## src/rtl/adc_res_pkg.sv

```systemverilog
package adc_res_pkg;
  localparam int RES_W_DEF  = 10;
  localparam int BYTE_W_DEF = 8;

  typedef enum logic {
    JUST_RIGHT = 1'b0,
    JUST_LEFT  = 1'b1
  } just_e;
endpackage

```

## src/rtl/adc_read_lock.sv

```systemverilog
module adc_read_lock (
  input  logic clk,
  input  logic rst,
  input  logic rd_lo,
  input  logic rd_hi,
  output logic lock_q,
  output logic lock_next
);
  // high-byte read wins: a simultaneous pair read ends unlocked
  always_comb begin
    if (rd_hi)      lock_next = 1'b0;
    else if (rd_lo) lock_next = 1'b1;
    else            lock_next = lock_q;
  end

  always_ff @(posedge clk) begin
    if (rst) lock_q <= 1'b0;
    else     lock_q <= lock_next;
  end

  p_lo_read_locks_r5: assert property (@(posedge clk) disable iff (rst)
    (rd_lo && !rd_hi) |=> lock_q);
  p_hi_read_frees_r7: assert property (@(posedge clk) disable iff (rst)
    rd_hi |=> !lock_q);
endmodule

```

## src/rtl/adc_result_store.sv

```systemverilog
module adc_result_store #(
  parameter int RES_W = adc_res_pkg::RES_W_DEF
) (
  input  logic             clk,
  input  logic             rst,
  input  logic             conv_done,
  input  logic [RES_W-1:0] conv_value,
  input  logic             lock_next,
  output logic [RES_W-1:0] res_q,
  output logic [RES_W-1:0] res_next
);
  logic take;

  assign take     = conv_done && !lock_next;
  assign res_next = take ? conv_value : res_q;

  always_ff @(posedge clk) begin
    if (rst) res_q <= '0;
    else     res_q <= res_next;
  end
endmodule

```

## src/rtl/adc_byte_pack.sv

```systemverilog
module adc_byte_pack #(
  parameter int RES_W  = adc_res_pkg::RES_W_DEF,
  parameter int BYTE_W = adc_res_pkg::BYTE_W_DEF
) (
  input  logic              clk,
  input  logic              rst,
  input  logic [RES_W-1:0]  res_next,
  input  logic              left_adj,
  output logic [BYTE_W-1:0] data_lo,
  output logic [BYTE_W-1:0] data_hi
);
  import adc_res_pkg::*;

  localparam int EXTRA = RES_W - BYTE_W;   // bits beyond one byte
  localparam int PAD   = BYTE_W - EXTRA;   // zero pad in left mode

  logic [BYTE_W-1:0] lo_r, hi_r, lo_l, hi_l;
  just_e mode_q;

  for (genvar i = 0; i < BYTE_W; i++) begin : g_bits
    assign lo_r[i] = res_next[i];
    assign hi_l[i] = res_next[EXTRA+i];
    if (i < EXTRA) begin : g_hi_used
      assign hi_r[i] = res_next[BYTE_W+i];
    end else begin : g_hi_pad
      assign hi_r[i] = 1'b0;
    end
    if (i >= PAD) begin : g_lo_used
      assign lo_l[i] = res_next[i-PAD];
    end else begin : g_lo_pad
      assign lo_l[i] = 1'b0;
    end
  end

  always_ff @(posedge clk) begin
    if (rst) begin
      data_lo <= '0;
      data_hi <= '0;
      mode_q  <= JUST_RIGHT;
    end else begin
      mode_q <= just_e'(left_adj);
      if (left_adj) begin
        data_lo <= lo_l;
        data_hi <= hi_l;
      end else begin
        data_lo <= lo_r;
        data_hi <= hi_r;
      end
    end
  end

  p_right_pad_r2: assert property (@(posedge clk) disable iff (rst)
    (mode_q == JUST_RIGHT) |-> (data_hi[BYTE_W-1:EXTRA] == '0));
  p_left_pad_r3: assert property (@(posedge clk) disable iff (rst)
    (mode_q == JUST_LEFT) |-> (data_lo[PAD-1:0] == '0));
endmodule

```

## src/rtl/adc_result_regs.sv

```systemverilog
module adc_result_regs #(
  parameter int RES_W  = adc_res_pkg::RES_W_DEF,
  parameter int BYTE_W = adc_res_pkg::BYTE_W_DEF
) (
  input  logic              clk,
  input  logic              rst,
  input  logic              conv_done,
  input  logic [RES_W-1:0]  conv_value,
  input  logic              left_adj,
  input  logic              rd_lo,
  input  logic              rd_hi,
  output logic [BYTE_W-1:0] data_lo,
  output logic [BYTE_W-1:0] data_hi
);
  logic             lock_q, lock_next;
  logic [RES_W-1:0] res_q, res_next;

  adc_read_lock u_lock (
    .clk       (clk),
    .rst       (rst),
    .rd_lo     (rd_lo),
    .rd_hi     (rd_hi),
    .lock_q    (lock_q),
    .lock_next (lock_next)
  );

  adc_result_store #(.RES_W(RES_W)) u_store (
    .clk        (clk),
    .rst        (rst),
    .conv_done  (conv_done),
    .conv_value (conv_value),
    .lock_next  (lock_next),
    .res_q      (res_q),
    .res_next   (res_next)
  );

  adc_byte_pack #(.RES_W(RES_W), .BYTE_W(BYTE_W)) u_pack (
    .clk      (clk),
    .rst      (rst),
    .res_next (res_next),
    .left_adj (left_adj),
    .data_lo  (data_lo),
    .data_hi  (data_hi)
  );

  p_hold_while_locked_r5: assert property (@(posedge clk) disable iff (rst)
    (lock_q && !rd_hi) |=> $stable(res_q));
  p_same_cycle_lo_drop_r6: assert property (@(posedge clk) disable iff (rst)
    (rd_lo && !rd_hi) |=> $stable(res_q));
  p_accept_free_r4: assert property (@(posedge clk) disable iff (rst)
    (conv_done && !lock_q && !rd_lo) |=> (res_q == $past(conv_value)));
endmodule

```

## config.mk

```make
export PLATFORM = sky130hd
export DESIGN_NAME = adc_result_regs
export DESIGN_NICKNAME = d
export VERILOG_FILES = /design/src/rtl/adc_res_pkg.sv /design/src/rtl/adc_read_lock.sv /design/src/rtl/adc_result_store.sv /design/src/rtl/adc_byte_pack.sv /design/src/rtl/adc_result_regs.sv
export SDC_FILE = /design/constraint.sdc
export NUM_CORES = 1
export LEC_CHECK = 0
export ABC_CLOCK_PERIOD_IN_PS = 1250
export CORE_MARGIN = 5
export CORE_UTILIZATION = 49
export DETAILED_ROUTE_END_ITERATION = 10
export DONT_BUFFER_PORTS = 1
export GPL_TIMING_DRIVEN = 0
export SLEW_MARGIN = 20
export SYNTH_ARGS = -nofsm -noshare
export SYNTH_HDL_FRONTEND = slang
export SYNTH_SLANG_ARGS = --single-unit
```

## constraint.sdc

```tcl
create_clock -name clk -period 1.25 [get_ports clk]
set_input_delay 0.125 -clock clk [delete_from_list [all_inputs] [get_ports clk]]
set_output_delay 0.125 -clock clk [all_outputs]
set_load 0.005 [all_outputs]
```

==> key figures <==
Status
  – Status: finished, final reports clean

Finish
  – Non-Filler Instances: 160
  – Most frequent cells in the layout: dfxtp_1 (27), o21ai_0 (16)
  – Layout overhead on the synthesized area: 13.4%
  – Diodes inserted: 0
  – Fin nets: 149
  – Most common cell after layout, fill and taps aside: dfxtp_1
  – Design Area, Final: 1290 um2
  – Filler cells: 205
  – Layout cell share with drive strength beyond 1: 0.121
  – Final core occ: 0.584

Route
  – Top Metal Used: met4
  – Drt via density: 5.99
  – Met1 Wirelength: 1330 um
  – Routed Antenna Nets: 0
  – Initial drt markers: 35
  – DR WL/cell: 17.4 um
  – DR WL met3: 169 um
  – Met2 wire len: 1260 um
  – Total wire length: 2790 um
  – # DRC: 0
  – Vias: 959
  – DR pass1 iterations: 4

Floorplanning
  – I/O Pins: 32
  – Rows: 17
  – Initial Utilization: 0.515
  – Core ar.: 2210 um2
  – Chip width: 58.2 um
  – Die H: 58.2 um
  – Die area: 3390 um2

CTS
  – CTS tree: yes
  – Clock slew at reported path FFs: 150 ps
  – Worst skew pair latency: 320 ps
  – Num Clock Sinks: 27
  – H-Tree Depth: 1
  – Number of post-CTS setup repair buffers: 0
  – Worst-case clock buffer depth: 2
  – Root buffer cell: clkbuf_4
  – CTS Buf Count: 3

Setup path
  – Critical Path Sink Type: flop
  – Crit Path Class: reg -> reg
  – Buf/Inv on CP: 1
  – Crit Path Max Fanout: 10
  – Crit-path slowest cell: dfxtp_1
  – CP arrival: 1440 ps
  – Critical path launch point type: flop
  – Slowest Stage Delay on Critical Path: 400 ps
  – Cell family with most CP delay: flip-flops
  – CP Cell Sequence: o21bai_4 -> and2_1 -> clkbuf_4 -> a211oi_1
  – Worst endpoint required time: 1480 ps

Synth
  – Syn. warnings: 0
  – Post-synthesis xor/xnor area fraction: 0
  – Main combinational cell family by area after synthesis: simple AND/OR/NAND/NOR gates
  – Seq/Total Area, Yosys: 0.474
  – Adder-cell share of the synthesized area: 0
  – Mux share of post-synthesis cell area: 0.0351
  – Mapped Nets: 136
  – Synth Cell Area: 1140 um2
  – Synth cell types: 24
  – Post-synthesis compound-gate area fraction: 0.186
  – Post-synthesis area per instance: 9.50 um2
  – Asr flop ratio synth: 0
  – Dominant synthesized flop cell: dfxtp_1
  – Simple logic cell fraction of the synthesized area: 0.255
  – #FFs+latches synth: 27
  – Cells after synthesis: 120
  – EDFF count, synth: 0

Placed design
  – GP Congestion: 0.797
  – Cell Area, Placed: 1170 um2
  – DP Wirelength: 1860 um
  – Number of port buffers: 0
  – Placed insts: 148

Timing
  – Worst slew pin tran: 512 ps
  – TNS Setup: 0 ps
  – Hold Vio Cnt, Final: 0
  – Final Hold Slack: 27.3 ps
  – Rel. slew slack: 0.659
  – Final setup fails: 0
  – Min Clock Period, post-route: 1210 ps
  – Fin crit share: 0.964
  – Slew Limit Fails: 0
  – Maximum clock rate: 830 MHz
  – Final clock skew: 7.62 ps

Power
  – Worst vdd ir: 605 uV
  – Cell Pwr Density: 1170 nW/um2
  – Static Leak: 0.460 nW

Global route
  – Pin count of the biggest net entering global routing: 15
  – Initial antenna violation count: 0
  – Vias in the first global route: 930
  – Gr ovfl total: 0
  – First-pass GRT wire length: 4460 um
  – GRT Util Overall: 0.168

Flow run
  – Max Cap Viol: 0

Worst hold path
  – Hold Path Class: in -> reg
[layer usage]
layer	up-vias	track usage
li1	462	-
met1	458	0.231
met2	37	0.263
met3	2	0.0445
met4	0	0.0397
met5	-	0
[final cells by class]
class / count / area, um2 / area share
multi-input combinational: 81 / 547 / 0.423
timing repair buffer: 8 / 80.1 / 0.0620
buffer: 12 / 63.8 / 0.0494
tap: 28 / 35.0 / 0.0271
sequential: 27 / 541 / 0.418
clock buffer: 4 / 26.3 / 0.0203
[cells in the mapped netlist, types with 2 or more instances]
library cell,n,share of area
nor2b_1,2,0.011
and2b_1,3,0.020
a221oi_1,4,0.031
nand4_1,8,0.044
nand2_1,8,0.026
nor3_1,2,0.0088
a32oi_2,2,0.029
a21boi_0,2,0.013
mux2i_1,4,0.035
dfxtp_1,27,0.47
nand4b_1,8,0.061
nand2b_1,8,0.044
nor2_1,6,0.020
a211oi_1,4,0.026
clkbuf_2,2,0.0088
o21ai_0,16,0.070
clkbuf_1,3,0.0099
buf_2,5,0.022
[worst paths after layout]
check                                            startpoint                           end  slack (ps)  cells past startpoint
worst max-delay path               u_lock.lock_q$_SDFF_PP0_  u_pack.data_lo[7]$_SDFF_PP0_          40                      4
worst min-delay path                               left_adj  u_pack.data_hi[2]$_SDFF_PP0_          30                      2
worst max register to register     u_lock.lock_q$_SDFF_PP0_  u_pack.data_lo[7]$_SDFF_PP0_          40                      4
worst min register to register  u_store.res_q[7]$_SDFF_PP0_  u_pack.data_hi[5]$_SDFF_PP0_         490                      2
[sequential cells by signal (all words and copies together), names as in the netlist]
name            cells
u_store.res_q      10
u_lock.lock_q       1
u_pack.data_hi      8
u_pack.data_lo      8
[timing repair]
| item | CTS | global route |
|---|---|---|
| pin swaps | 0 | 0 |
| gates resized for setup | 1 | 3 |
| endpoints found under the hold margin | 16 | 0 |
| hold buffers | 8 | 0 |
| endpoints found under the setup margin | 7 | 3 |
[power breakdown]
part	switching [W]	internal, W	leakage, nW
logic	0.000114	0.0000922	0.223
registers	0.0000263	0.000906	0.221
clock network	0.000249	0.000125	0.0150
[cells by family (layout without fill, tap and decap cells)]
kind of cell           count (synthesis)  count (layout)
and+or+nand+nor                       48              48
AOI/OAI and AO/OA                     29              29
DFF                                   27              27
buffers and inverters                 12              24
muxes                                  4               4
[through the flow]
stage	worst slack (ps)	total power, W
finish	44.6	0.00151
global route	-7.76	0.00157
CTS	33.8	0.00151
detailed placement	13.4	0.00112
global placement	23.9	0.00112
floorplan	178	0.00108
Power figures use the tool's default switching activity.
